===== config.mk =====
export PLATFORM = sky130hd
export DESIGN_NAME = eeprom_page_ctrl
export DESIGN_NICKNAME = d
export VERILOG_FILES = /design/src/rtl/epw_pkg.sv /design/src/rtl/epw_powerup.sv /design/src/rtl/epw_addr_track.sv /design/src/rtl/epw_seq.sv /design/src/rtl/eeprom_page_ctrl.sv
export SDC_FILE = /design/constraint.sdc
export NUM_CORES = 1
export LEC_CHECK = 0
export ABC_AREA = 1
export BUFFER_PORTS_ARGS = -buffer_cell sky130_fd_sc_hd__buf_2
export CAP_MARGIN = 20
export CORE_MARGIN = 2
export CORE_UTILIZATION = 50
export DETAILED_ROUTE_END_ITERATION = 12
export PLACE_DENSITY_LB_ADDON = 0.25
export SETUP_SLACK_MARGIN = 0.02
export SLEW_MARGIN = 10
export SYNTH_ARGS = -nofsm -noshare
export SYNTH_HDL_FRONTEND = slang
export SYNTH_SLANG_ARGS = --single-unit

===== constraint.sdc =====
create_clock -name clk_i -period 2.25 [get_ports clk_i]
set_input_delay 0.3375 -clock clk_i [delete_from_list [all_inputs] [get_ports clk_i]]
set_output_delay 0.3375 -clock clk_i [all_outputs]
set_load 0.1 [all_outputs]

===== src/rtl/epw_pkg.sv =====
package epw_pkg;
  typedef enum logic [2:0] {
    ST_IDLE,
    ST_GAP,
    ST_SETUP,
    ST_STROBE,
    ST_HOLD,
    ST_PROG,
    ST_READ
  } epw_state_e;

  // bus control bundle, all active low except drive enable
  typedef struct packed {
    logic ce_n;
    logic oe_n;
    logic we_n;
    logic dq_oe;
  } epw_bus_t;
endpackage


===== src/rtl/epw_powerup.sv =====
module epw_powerup #(
  parameter int T_PU_RD = 5000,
  parameter int T_PU_WR = 250000
) (
  input  logic clk_i,
  input  logic rst_ni,
  output logic rd_ok_o,
  output logic wr_ok_o
);
  localparam int PU_MAX = (T_PU_WR > T_PU_RD) ? T_PU_WR : T_PU_RD;
  localparam int PW     = $clog2(PU_MAX + 1);

  logic [PW-1:0] cnt_q;

  always_ff @(posedge clk_i or negedge rst_ni) begin
    if (!rst_ni)                       cnt_q <= '0;
    else if (cnt_q != PW'(PU_MAX))     cnt_q <= cnt_q + 1'b1;
  end

  assign rd_ok_o = (cnt_q >= PW'(T_PU_RD));
  assign wr_ok_o = (cnt_q >= PW'(T_PU_WR));
endmodule


===== src/rtl/epw_addr_track.sv =====
module epw_addr_track #(
  parameter int ADDR_W = 17,
  parameter int PAGE_W = 8,
  parameter int LEN_W  = 9
) (
  input  logic              clk_i,
  input  logic              rst_ni,
  input  logic              load_i,
  input  logic [ADDR_W-1:0] addr_i,
  input  logic [LEN_W-1:0]  len_i,
  input  logic              step_i,
  output logic [ADDR_W-1:0] addr_o,
  output logic              last_o,
  output logic              page_end_o,
  output logic              done_o
);
  localparam int RW = LEN_W + 1;

  logic [ADDR_W-1:0] addr_q;
  logic [RW-1:0]     rem_q;

  always_ff @(posedge clk_i or negedge rst_ni) begin
    if (!rst_ni) begin
      addr_q <= '0;
      rem_q  <= '0;
    end else if (load_i) begin
      addr_q <= addr_i;
      rem_q  <= RW'(len_i) + RW'(1);
    end else if (step_i) begin
      addr_q <= addr_q + 1'b1;
      rem_q  <= rem_q - 1'b1;
    end
  end

  assign addr_o     = addr_q;
  assign last_o     = (rem_q == RW'(1));
  assign done_o     = (rem_q == '0);
  // current byte occupies the top slot of its page
  assign page_end_o = &addr_q[PAGE_W-1:0];
endmodule


===== src/rtl/epw_seq.sv =====
module epw_seq
  import epw_pkg::*;
#(
  parameter int DATA_W    = 8,
  parameter int T_SETUP   = 2,
  parameter int T_WP      = 12,
  parameter int T_HOLD    = 2,
  parameter int T_BLC_MAX = 4000,
  parameter int T_WC      = 500000,
  parameter int T_RD      = 14
) (
  input  logic              clk_i,
  input  logic              rst_ni,
  input  logic              req_valid_i,
  input  logic              req_write_i,
  input  logic              rd_ok_i,
  input  logic              wr_ok_i,
  output logic              req_ready_o,
  output logic              load_o,
  input  logic              wdata_valid_i,
  input  logic [DATA_W-1:0] wdata_i,
  output logic              wdata_ready_o,
  input  logic              last_i,
  input  logic              page_end_i,
  input  logic              done_i,
  output logic              step_o,
  input  logic [DATA_W-1:0] dq_i,
  output logic [DATA_W-1:0] dq_o,
  output logic              dq_oe_o,
  output logic              ce_n_o,
  output logic              oe_n_o,
  output logic              we_n_o,
  output logic [DATA_W-1:0] rdata_o,
  output logic              rdata_valid_o
);
  // cycles allowed in the gap state so that fall-to-fall stays below T_BLC_MAX
  localparam int G_MAX = T_BLC_MAX - 1 - T_WP - T_HOLD - T_SETUP;
  localparam int M1    = (T_WC > T_RD) ? T_WC : T_RD;
  localparam int M2    = (T_WP > T_SETUP) ? T_WP : T_SETUP;
  localparam int M3    = (G_MAX > T_HOLD) ? G_MAX : T_HOLD;
  localparam int M12   = (M1 > M2) ? M1 : M2;
  localparam int TMAX  = (M12 > M3) ? M12 : M3;
  localparam int CW    = $clog2(TMAX + 1);

  epw_state_e        state_q, state_d;
  logic              first_q, first_d;
  logic [CW-1:0]     cnt_q, cnt_d;
  logic [DATA_W-1:0] dq_q;
  logic [DATA_W-1:0] rdata_q;
  logic              rv_q;
  epw_bus_t          bus_q, bus_d;
  logic              cnt_zero, accept, timeout;

  function automatic epw_bus_t decode(epw_state_e s, logic f);
    epw_bus_t b;
    b = '{ce_n: 1'b1, oe_n: 1'b1, we_n: 1'b1, dq_oe: 1'b0};
    unique case (s)
      ST_SETUP:  begin b.ce_n = 1'b0; b.dq_oe = 1'b1; end
      ST_STROBE: begin b.ce_n = 1'b0; b.dq_oe = 1'b1; b.we_n = 1'b0; end
      ST_HOLD:   begin b.ce_n = 1'b0; b.dq_oe = 1'b1; end
      ST_GAP:    b.ce_n = f;
      ST_READ:   begin b.ce_n = 1'b0; b.oe_n = 1'b0; end
      default:   ;
    endcase
    return b;
  endfunction

  assign cnt_zero      = (cnt_q == '0);
  assign req_ready_o   = (state_q == ST_IDLE) && (req_write_i ? wr_ok_i : rd_ok_i);
  assign load_o        = req_valid_i && req_ready_o;
  assign wdata_ready_o = (state_q == ST_GAP);
  assign accept        = wdata_valid_i && wdata_ready_o;
  assign timeout       = (state_q == ST_GAP) && !first_q && !wdata_valid_i &&
                         (cnt_q == CW'(G_MAX - 1));
  assign step_o        = (state_q == ST_HOLD) && cnt_zero;

  always_comb begin
    state_d = state_q;
    first_d = first_q;
    cnt_d   = cnt_q;
    unique case (state_q)
      ST_IDLE: begin
        if (load_o) begin
          if (req_write_i) begin
            state_d = ST_GAP;
            first_d = 1'b1;
            cnt_d   = '0;
          end else begin
            state_d = ST_READ;
            cnt_d   = CW'(T_RD - 1);
          end
        end
      end
      ST_GAP: begin
        if (accept) begin
          state_d = ST_SETUP;
          cnt_d   = CW'(T_SETUP - 1);
        end else if (timeout) begin
          state_d = ST_PROG;
          cnt_d   = CW'(T_WC - 1);
        end else if (!first_q) begin
          cnt_d = cnt_q + 1'b1;
        end
      end
      ST_SETUP: begin
        if (cnt_zero) begin
          state_d = ST_STROBE;
          cnt_d   = CW'(T_WP - 1);
        end else cnt_d = cnt_q - 1'b1;
      end
      ST_STROBE: begin
        if (cnt_zero) begin
          state_d = ST_HOLD;
          cnt_d   = CW'(T_HOLD - 1);
        end else cnt_d = cnt_q - 1'b1;
      end
      ST_HOLD: begin
        if (cnt_zero) begin
          if (last_i || page_end_i) begin
            state_d = ST_PROG;
            cnt_d   = CW'(T_WC - 1);
          end else begin
            state_d = ST_GAP;
            first_d = 1'b0;
            cnt_d   = '0;
          end
        end else cnt_d = cnt_q - 1'b1;
      end
      ST_PROG: begin
        if (cnt_zero) begin
          if (done_i) state_d = ST_IDLE;
          else begin
            state_d = ST_GAP;
            first_d = 1'b1;
            cnt_d   = '0;
          end
        end else cnt_d = cnt_q - 1'b1;
      end
      ST_READ: begin
        if (cnt_zero) state_d = ST_IDLE;
        else          cnt_d   = cnt_q - 1'b1;
      end
      default: state_d = ST_IDLE;
    endcase
  end

  assign bus_d = decode(state_d, first_d);

  always_ff @(posedge clk_i or negedge rst_ni) begin
    if (!rst_ni) begin
      state_q <= ST_IDLE;
      first_q <= 1'b1;
      cnt_q   <= '0;
      bus_q   <= '{ce_n: 1'b1, oe_n: 1'b1, we_n: 1'b1, dq_oe: 1'b0};
      dq_q    <= '0;
      rdata_q <= '0;
      rv_q    <= 1'b0;
    end else begin
      state_q <= state_d;
      first_q <= first_d;
      cnt_q   <= cnt_d;
      bus_q   <= bus_d;
      if (accept) dq_q <= wdata_i;
      rv_q <= (state_q == ST_READ) && cnt_zero;
      if ((state_q == ST_READ) && cnt_zero) rdata_q <= dq_i;
    end
  end

  assign ce_n_o        = bus_q.ce_n;
  assign oe_n_o        = bus_q.oe_n;
  assign we_n_o        = bus_q.we_n;
  assign dq_oe_o       = bus_q.dq_oe;
  assign dq_o          = dq_q;
  assign rdata_o       = rdata_q;
  assign rdata_valid_o = rv_q;
endmodule


===== src/rtl/eeprom_page_ctrl.sv =====
module eeprom_page_ctrl #(
  parameter int ADDR_W    = 17,
  parameter int DATA_W    = 8,
  parameter int PAGE_W    = 8,
  parameter int LEN_W     = 9,
  parameter int T_SETUP   = 2,
  parameter int T_WP      = 12,
  parameter int T_HOLD    = 2,
  parameter int T_BLC_MAX = 4000,
  parameter int T_WC      = 500000,
  parameter int T_RD      = 14,
  parameter int T_PU_RD   = 5000,
  parameter int T_PU_WR   = 250000
) (
  input  logic              clk_i,
  input  logic              rst_ni,
  input  logic              req_valid_i,
  output logic              req_ready_o,
  input  logic              req_write_i,
  input  logic [ADDR_W-1:0] req_addr_i,
  input  logic [LEN_W-1:0]  req_len_i,
  input  logic              wdata_valid_i,
  output logic              wdata_ready_o,
  input  logic [DATA_W-1:0] wdata_i,
  output logic              rdata_valid_o,
  output logic [DATA_W-1:0] rdata_o,
  output logic [ADDR_W-1:0] mem_addr_o,
  output logic [DATA_W-1:0] mem_dq_o,
  output logic              mem_dq_oe_o,
  input  logic [DATA_W-1:0] mem_dq_i,
  output logic              mem_ce_n_o,
  output logic              mem_oe_n_o,
  output logic              mem_we_n_o
);
  logic rd_ok, wr_ok, load, step, last, page_end, done;

  epw_powerup #(
    .T_PU_RD(T_PU_RD),
    .T_PU_WR(T_PU_WR)
  ) pu_i (
    .clk_i  (clk_i),
    .rst_ni (rst_ni),
    .rd_ok_o(rd_ok),
    .wr_ok_o(wr_ok)
  );

  epw_addr_track #(
    .ADDR_W(ADDR_W),
    .PAGE_W(PAGE_W),
    .LEN_W (LEN_W)
  ) at_i (
    .clk_i     (clk_i),
    .rst_ni    (rst_ni),
    .load_i    (load),
    .addr_i    (req_addr_i),
    .len_i     (req_len_i),
    .step_i    (step),
    .addr_o    (mem_addr_o),
    .last_o    (last),
    .page_end_o(page_end),
    .done_o    (done)
  );

  epw_seq #(
    .DATA_W   (DATA_W),
    .T_SETUP  (T_SETUP),
    .T_WP     (T_WP),
    .T_HOLD   (T_HOLD),
    .T_BLC_MAX(T_BLC_MAX),
    .T_WC     (T_WC),
    .T_RD     (T_RD)
  ) seq_i (
    .clk_i        (clk_i),
    .rst_ni       (rst_ni),
    .req_valid_i  (req_valid_i),
    .req_write_i  (req_write_i),
    .rd_ok_i      (rd_ok),
    .wr_ok_i      (wr_ok),
    .req_ready_o  (req_ready_o),
    .load_o       (load),
    .wdata_valid_i(wdata_valid_i),
    .wdata_i      (wdata_i),
    .wdata_ready_o(wdata_ready_o),
    .last_i       (last),
    .page_end_i   (page_end),
    .done_i       (done),
    .step_o       (step),
    .dq_i         (mem_dq_i),
    .dq_o         (mem_dq_o),
    .dq_oe_o      (mem_dq_oe_o),
    .ce_n_o       (mem_ce_n_o),
    .oe_n_o       (mem_oe_n_o),
    .we_n_o       (mem_we_n_o),
    .rdata_o      (rdata_o),
    .rdata_valid_o(rdata_valid_o)
  );
endmodule


After elaboration in Yosys (flattened, before gate mapping) --
Index checks and enable logic that the tools add are counted. W data, S select, Z words.
Operators by class: magnitude comparators 2, mux-type cells 41, add/subtract/negate cells 6, equal/unequal tests 18, reduce and logical (&&, ||, !) cells 20
Operators by type and width (number):
- $mux W19 | 11
- $pmux W19 S7 | 1
- $mux W17 | 2
- $mux W3 | 10
- $pmux W3 S7 | 1
- $mux W10 | 2
- $add A19 B1 Y19 const B | 1
- $eq A19 B12 Y1 const B | 1
- $logic_not A19 Y1 | 1
- $sub A19 B1 Y19 const B | 1
- $add A18 B1 Y18 const B | 1
- $ge A18 B13 Y1 const B | 1
- $ge A18 B18 Y1 const B | 1
- $ne A18 B18 Y1 const B | 1
- $add A17 B1 Y17 const B | 1
- $eq A3 B3 Y1 const B | 5
- $eq A3 B2 Y1 const B | 4
- $mux W1 | 11
- $add A9 B1 Y10 const B | 1
- $eq A10 B1 Y1 const B | 1
- $logic_not A10 Y1 | 1
- $sub A10 B1 Y10 const B | 1
- $logic_and A1 B1 Y1 | 8
- $reduce_and A8 Y1 | 1
- other kinds (15) | 18
Word-level totals: output and inout port bits 40, word-level logic and storage cells 100, bits in registers 89

Depth between registers and ports, before layout --
Gate-level depths: netlist of run 1.
depth after elaboration 10, gate-level depth with buffers 15, gate-level depth less buffers 15

Cells and area by module --
From an unflattened synthesis of run 1, not the netlist that was laid out.
Unflattened totals: cells, all modules 947, area total of the unflattened synthesis 6423.7 sq um
By module, submodules not included:
- epw_seq | times used 1, area an instance 3398.3 sq um, cells each 523, sequential area each 1106.1 sq um
- epw_addr_track | times used 1, area an instance 1894.3 sq um, cells each 263, sequential area each 675.6 sq um
- epw_powerup | times used 1, area an instance 1131.1 sq um, cells each 161, sequential area each 450.4 sq um

Worst setup path before layout of run 1 --
OpenSTA, ideal clock, no wires.
path kind reg-to-reg, start point register seq_i.state_q[1], end point register seq_i.cnt_q[3], setup slack -0.163 ns, buffers on the path 1, setup time 0.120 ns, arrival 2.293 ns, stages on the path, launching flop included 12, period minus slack after synthesis 2.413 ns, cell sequence dfrtp_1 > inv_2 > nand2_1 > nor2_2 > nand2_1 > o21ai_1 > nor3_2 > nand2_4 > inv_4 > buf_6 > o21ai_1 > nand2_1
Between the ends: longest elaborated chain between the ends 7
RTL lines:
- from (decl) | RTL line epw_seq.sv:45 | epw_state_e state_q, state_d;
- from (signal assigned) | RTL line epw_seq.sv:159 | state_q <= state_d;
- $eq A3 B1 Y1 * | RTL line epw_seq.sv:71 | assign wdata_ready_o = (state_q == ST_GAP);
- named net wdata_ready_o | RTL line eeprom_page_ctrl.sv:23 | output logic wdata_ready_o,
- $logic_and A1 B1 Y1 (3 in series) | RTL line epw_seq.sv:73 | assign timeout = (state_q == ST_GAP) && !first_q && !wdata_valid_i &&
- $mux W19 | RTL line epw_seq.sv:98 | end else if (timeout) begin
- $mux W19 | RTL line epw_seq.sv:95 | if (accept) begin
- $pmux W19 S7 | RTL line epw_seq.sv:81 | unique case (state_q)
- to (signal assigned) | RTL line epw_seq.sv:161 | cnt_q <= cnt_d;
- to (decl) | RTL line epw_seq.sv:47 | logic [CW-1:0] cnt_q, cnt_d;
Mark *: on every way through the listed nets, which the timed path passes. The rest lies on a longest branch. A chain may end at the register's enable or synchronous reset.

Final worst setup path of run 1 --
start point register seq_i.state_q[0], end point output port req_ready_o
Between the ends: longest elaborated chain between the ends 2
RTL lines:
- $logic_not A3 Y1 | RTL line epw_seq.sv:69 | assign req_ready_o = (state_q == ST_IDLE) && (req_write_i ? wr_ok_i : rd_ok_i);
- $logic_and A1 B1 Y1 | RTL line epw_seq.sv:69
- to (decl) | RTL line eeprom_page_ctrl.sv:18 | output logic req_ready_o,
Every way passes these cells.

==> results of run 1 <==
==> through the flow <==
stage	instances	instance area, um2	setup WS, ps	total power [W]	util (%)
3_3_place_gp	1088	6880	207	0.00976	57.0
5_1_grt	1109	7260	21.6	0.0124	60.2
4_1_cts	1105	7210	87.9	0.0115	59.8
2_1_floorplan	833	6190	43.0	0.00852	-
3_5_place_dp	1088	6880	160	0.00982	57.0
6_report	1109	7260	161	0.0116	60.2
==> worst paths after layout <==
kind                            slack, ps  cells after the start               to
max in group asynchronous            1080                      3     seq_i.oe_n_o
min in group asynchronous             460                      2    at_i.rem_q[3]
worst min register to register        470                      2    seq_i.dq_o[6]
worst min-delay path                  190                      3    seq_i.dq_o[2]
worst max-delay path                  160                      7      req_ready_o
worst max register to register        220                     11  seq_i.cnt_q[14]
==> worst max-delay path: stages, from the launching register on <==
cell and delay, ps:
dfrtp_1 450, nor2_1 150, inv_2 50, nor2_2 140
inv_2 80, a21oi_2 170, and2_4 200, buf_12 170
==> state kept, by name, indices dropped and copies added, names as in the netlist, 3 cells and up <==
signal	cells
at_i.addr_o	17
at_i.rem_q	10
pu_i.cnt_q	18
seq_i.cnt_q	19
seq_i.dq_o	8
seq_i.rdata_o	8
seq_i.state_q	3
==> timing repair <==
action                                 4_1_cts  5_1_grt
gates resized for setup                      0        6
setup endpoints to repair                    0       28
hold buffers                                 1        0
buffers inserted                             0        4
endpoints found under the hold margin       27        0
==> cells in the final DEF (no fill, tap or decap), types with 3 or more instances in the layout <==
cell       netlist  final
a21oi_2          2      3
ha_1            10     10
inv_1           82     82
nand3_2          5      5
buf_2           14     84
xnor2_1          9      9
clkbuf_16        0      9
nor3_1          16     15
dfrtp_1         85     81
nor2_2          13     13
buf_4            2     27
nor3_2           6      7
o22ai_1          9      9
o21ai_0         14     14
nor2_4           8      9
o211ai_1         5      5
nand2_2          7      7
dfstp_2          4      4
nand2_4          6      6
nand4_1         20     20
nor4_1           3      3
nand3_1         49     49
nor2_1          64     63
inv_2           15     15
o21ai_1         28     28
o221ai_1         3      3
a21oi_1         12     11
dfrtp_2          0      4
xor2_1          64     64
nand2_1        250    250
==> cell type report <==
type | count | area [um2] | share of cell area (%)
clock inverters | 4 | 77.6 | 1.07
clock buffers | 12 | 246 | 3.40
inverters | 102 | 393 | 5.41
flip-flops and latches | 89 | 2240 | 30.8
multi-input cells | 620 | 3420 | 47.1
well taps | 168 | 210 | 2.90
repair buffers | 114 | 673 | 9.27
==> kinds of logic (layout without fill, tap and decap cells) <==
| logic type | after synthesis | count (layout) | share of synthesized area (%) |
|---|---|---|---|
| simple gates | 456 | 456 | 34.8 |
| buf+inv | 124 | 232 | 8.79 |
| flops | 89 | 89 | 36.1 |
| compound gates | 80 | 80 | 7.72 |
| xor+xnor | 73 | 73 | 10.3 |
| fa+ha+maj | 10 | 10 | 2.03 |
| mux | 1 | 1 | 0.182 |
==> power groups by stage <==
| stage | sequential [W] | combinational (W) | clock [W] |
|---|---|---|---|
| finish | 0.00283 | 0.00709 | 0.00165 |
| global route | 0.00292 | 0.00769 | 0.00175 |
| CTS | 0.00282 | 0.00702 | 0.00169 |
| detailed placement | 0.00283 | 0.00699 | 0 |
| global placement | 0.00283 | 0.00692 | 0 |
| floorplan | 0.00473 | 0.00379 | 0 |
==> layer usage <==
metal  vias up  GRT usage, %
li1       2860             -
met1      2618          32.8
met2       153          38.9
met3        17          4.90
met4         0          8.76
met5         -             0
==> key figures, run 1 <==
Logic synthesis
  – Asr flop ratio synth: 100%
  – Ys Warns: 0
  – Ys flop type: dfrtp_1
  – Netlist area before placement: 6180 um2
  – Yosys reg bits: 89
  – Area leader, netlist: dfrtp_1
  – Register area share after synthesis: 36.1%
  – Cells after synthesis: 833
  – Synth cell types: 44
  – Post-synth EDFFs: 0
  – Mean Syn Cell Area: 7.42 um2
  – Post-synth top cells: 250 x nand2_1, 85 x dfrtp_1, 82 x inv_1
  – Most common cell in the netlist: nand2_1
  – Syn Nets: 890
  – Top cell type's share of synthesized area: 34.4%
  – Synth area leaders: dfrtp_1 34%, nand2_1 15%, xor2_1 9.1%

Setup path
  – Crit start category: register
  – Critical path class: register to output pin
  – Worst setup path startpoint: seq_i.state_q[0]
  – Critical Path End Type: output pin
  – CP required: 1910 ps
  – Crit-path max FO: 7
  – Worst EP arrival: 1750 ps
  – FF-to-FF Start: seq_i.cnt_q[1]

Floorplan
  – IO Count: 87
  – Starting density of the core: 51.2%
  – Full die area: 13300 um2
  – Die Y: 115 um
  – Die width: 115 um
  – CORE AREA: 12100 um2
  – Rows: 40

Job
  – MaxCap Viol Count: 0

Final layout
  – Area Overhead vs Synth: 17.5%
  – FILL cells: 1132
  – NumNets Final: 993
  – Share of cells above drive strength 1: 22.6%
  – Antenna cells: 0

Placed design
  – Gp weighted congestion: 0.928
  – PortBufs: 86
  – Detail Placement HPWL: 11600 um

Routing
  – Met2 wire len: 6970 um
  – Highest layer used for signal routing: met4
  – Per-cell routed wire length: 13.7 um
  – Via count: 5648
  – Routed length on met1: 7260 um
  – Met3 WL post-DR: 695 um
  – Vias per Instance: 5.09
  – Drc violations: 0
  – Initial DRC count: 396
  – Routed Antenna Nets: 0
  – Drt total wl: 15200 um
  – Drt pass-1 iters: 5

Global routing
  – Pin count of the biggest net entering global routing: 63
  – First-pass GRT wire length: 25700 um
  – Initial antenna violation count: 0
  – Tot GR Track Use: 24.3%
  – Gr ovfl total: 0
  – Vias in the first global route: 5478

STA
  – Min cycle time layout: 2090 ps
  – RSZ-0062 raised after global routing: no
  – Max Fclk: 479 MHz
  – Final Cycle Share: 92.9%
  – Clock skew: 7.17 ps
  – Fin Setup TNS: 0 ps
  – Final slew viol count: 0
  – Setup-failing EPs final: 0
  – Relative slew slack: 61.3%
  – Worst-Margin Slew: 576 ps
  – Hold Slack: 186 ps
  – Final hold vios: 0

Run status
  – Status: completed

CTS
  – Clk pin slew, worst setup/hold paths: 60 ps
  – Worst-Skew Late Latency: 350 ps
  – Clock sink total: 89
  – Clock Tree Buf Depth: 2
  – Root Driver: clkbuf_16
  – H-tree depth: 3
  – CTS tree: done
  – Number of buffers created by CTS: 9

Pwr
  – Clock Power Share: 14.3%
  – Max IR drop VDD: 1.15 mV
  – Internal power: 0.00507 W
  – Power Density: 1590 nW/um2
  – Sequential Power Share: 24.4%
  – Sw Ratio: 56.1%
  – Leak Pwr: 3.62 nW
  – Combinational share of power: 61.3%
  – Sw power: 0.00649 W

Hold path
  – Worst Hold Class: input port to register
  – Hold Startpoint: wdata_i[2]
Note: power is estimated with default switching activity, not from simulation.
==> run 2: changes to the inputs <==
- CAP_MARGIN: 20 -> not set
- CORE_MARGIN: 2 -> 1
- CORE_UTILIZATION: 50 -> 59
==> key figures, run 2 (synthesis gave the netlist of run 1 again) <==
Run status
  – Status: completed

Floorplan
  – Full die area: 10900 um2
  – Rows: 36
  – Starting density of the core: 62.1%
  – IO Count: 87
  – Die width: 104 um
  – CORE AREA: 9950 um2
  – Die Y: 104 um

Placed design
  – Gp weighted congestion: 0.961
  – PortBufs: 86
  – Pre-CTS setup slack: 83.2 ps
  – Placed instance count: 1044
  – Detail Placement HPWL: 11600 um

Setup path
  – Slowest cell delay on critical path: 460 ps
  – Levels on crit path: 7
  – Crit start category: register
  – Crit-path max FO: 7
  – Critical Path, Cell by Cell: nor2_1 > inv_2 > nor2_2 > inv_2 > a21oi_2 > and2_1 > buf_8
  – Worst setup endpoint: req_ready_o
  – Reg-to-Reg End: at_i.rem_q[3]
  – Worst setup path startpoint: seq_i.state_q[0]
  – FF-to-FF setup slack: 140 ps
  – Worst EP arrival: 1790 ps
  – Critical path buffer and inverter count: 3
  – FF-to-FF Start: seq_i.cnt_q[0]
  – Crit path top cell by count: inv_2
  – Critical path class: register to output pin
  – CP max-delay cell: dfrtp_2
  – Critical Path End Type: output pin
  – Family with the most delay on the worst path: simple AND/OR/NAND/NOR gates
  – Cells on worst reg2reg path: 13
  – CP required: 1910 ps

Global routing
  – Pin count of the biggest net entering global routing: 57
  – Vias in the first global route: 5606
  – Gr ovfl total: 0
  – First-pass GRT wire length: 25800 um
  – Tot GR Track Use: 29.2%
  – Initial antenna violation count: 0

STA
  – Setup-failing EPs final: 0
  – Clock skew: 7.89 ps
  – Final Cycle Share: 94.5%
  – Final worst slack: 124 ps
  – Relative slew slack: 66.9%
  – Worst-Margin Slew: 494 ps
  – Max Fclk: 470 MHz
  – Fin Setup TNS: 0 ps
  – RSZ-0062 raised after global routing: yes
  – Final slew viol count: 0
  – Final hold vios: 0
  – Min cycle time layout: 2130 ps

CTS
  – Clk pin slew, worst setup/hold paths: 90 ps
  – CTS tree: done
  – Worst-Skew Late Latency: 360 ps
  – Number of buffers created by CTS: 9
  – Root Driver: clkbuf_8
  – Clock Tree Buf Depth: 2
  – Clock sink total: 89
  – H-tree depth: 3

Final layout
  – Most common cell after layout, fill and taps aside: nand2_1
  – Share of cells above drive strength 1: 22.5%
  – Top reg by flops: seq_i.cnt_q
  – Most frequent cells in the layout: 250 x nand2_1, 84 x buf_2, 79 x inv_1, 79 x dfrtp_1, 64 x xor2_1
  – Area Overhead vs Synth: 14.2%
  – NumNets Final: 986
  – Non-filler cells, final: 1067
  – Max reg flops: 19
  – FILL cells: 834
  – Antenna cells: 0

Routing
  – Routed Antenna Nets: 0
  – Drt pass-1 iters: 5
  – Via count: 5804
  – Initial DRC count: 336
  – Drt total wl: 15300 um
  – Vias per Instance: 5.44
  – Per-cell routed wire length: 14.3 um
  – Drc violations: 0

Pwr
  – Leak Pwr: 3.52 nW
  – Max IR drop VDD: 1.28 mV
  – Power Density: 1570 nW/um2

Job
  – MaxCap Viol Count: 0

Hold path
  – Worst Hold Class: input port to register
[run 2: how the worst min path moves through the flow]
stage                           start          endpoint  slack, ps  depth (start not counted)
final                      wdata_i[2]     seq_i.dq_o[2]        170                          3
after global routing      mem_dq_i[0]  seq_i.rdata_o[0]        170                          3
after detailed placement       rst_ni   at_i.addr_o[12]        330                          1
after floorplan                rst_ni    at_i.addr_o[0]         40                          0
after global placement         rst_ni    at_i.addr_o[8]        320                          1
after CTS                  wdata_i[2]     seq_i.dq_o[2]        160                          3
[run 2: repair_timing]
action / in CTS / in global routing
pin swaps: 0 / 3
setup buffers: 0 / 6
setup endpoints to repair: 1 / 39
gates resized for setup: 1 / 13
endpoints found under the hold margin: 32 / 0
hold buffers: 1 / 0
[run 2: routing by layer]
layer | track usage [%] | routed length [um] | vias to the layer above
met1 | 39.1 | 6790 | 2745
met4 | 8.88 | 239 | 0
met2 | 48.7 | 7350 | 196
met3 | 4.51 | 902 | 21
li1 | - | - | 2842
met5 | 0 | 0 | -
[run 2: layout make-up]
cell class / count / area, um2 / area share (%)
clock buffers: 12 / 155 / 2.20
clock inverters: 4 / 51.3 / 0.727
flip-flops and latches: 89 / 2240 / 31.8
multi-input cells: 620 / 3420 / 48.6
repair buffers: 107 / 619 / 8.78
well taps: 133 / 166 / 2.36
inverters: 102 / 397 / 5.62
[run 2: worst register-to-register path: stages (launching register included)]
cell,delay [ps]
dfrtp_2,460
inv_2,110
ha_1,180
nand2_1,100
nor2_2,160
nand3_2,130
nor2_4,200
buf_4,160
buf_4,120
nand2_1,60
xor2_1,140
nand2_1,70
o21ai_1,70
inv_1,50
[run 2: where the power goes]
part,switching [W],internal [W]
Clock,0.000590,0.000575
Sequential,0.000679,0.00219
Combinational,0.00524,0.00184
[run 2: stage by stage]
step	total power, W	instance area (um2)	util, %	hold WS (ps)
floorplan	0.00852	6190	-	41.9
global placement	0.00961	6750	67.8	323
detailed placement	0.00977	6750	67.8	332
CTS	0.0110	6970	70.0	159
global route	0.0118	7050	70.9	172
finish	0.0111	7050	70.9	172
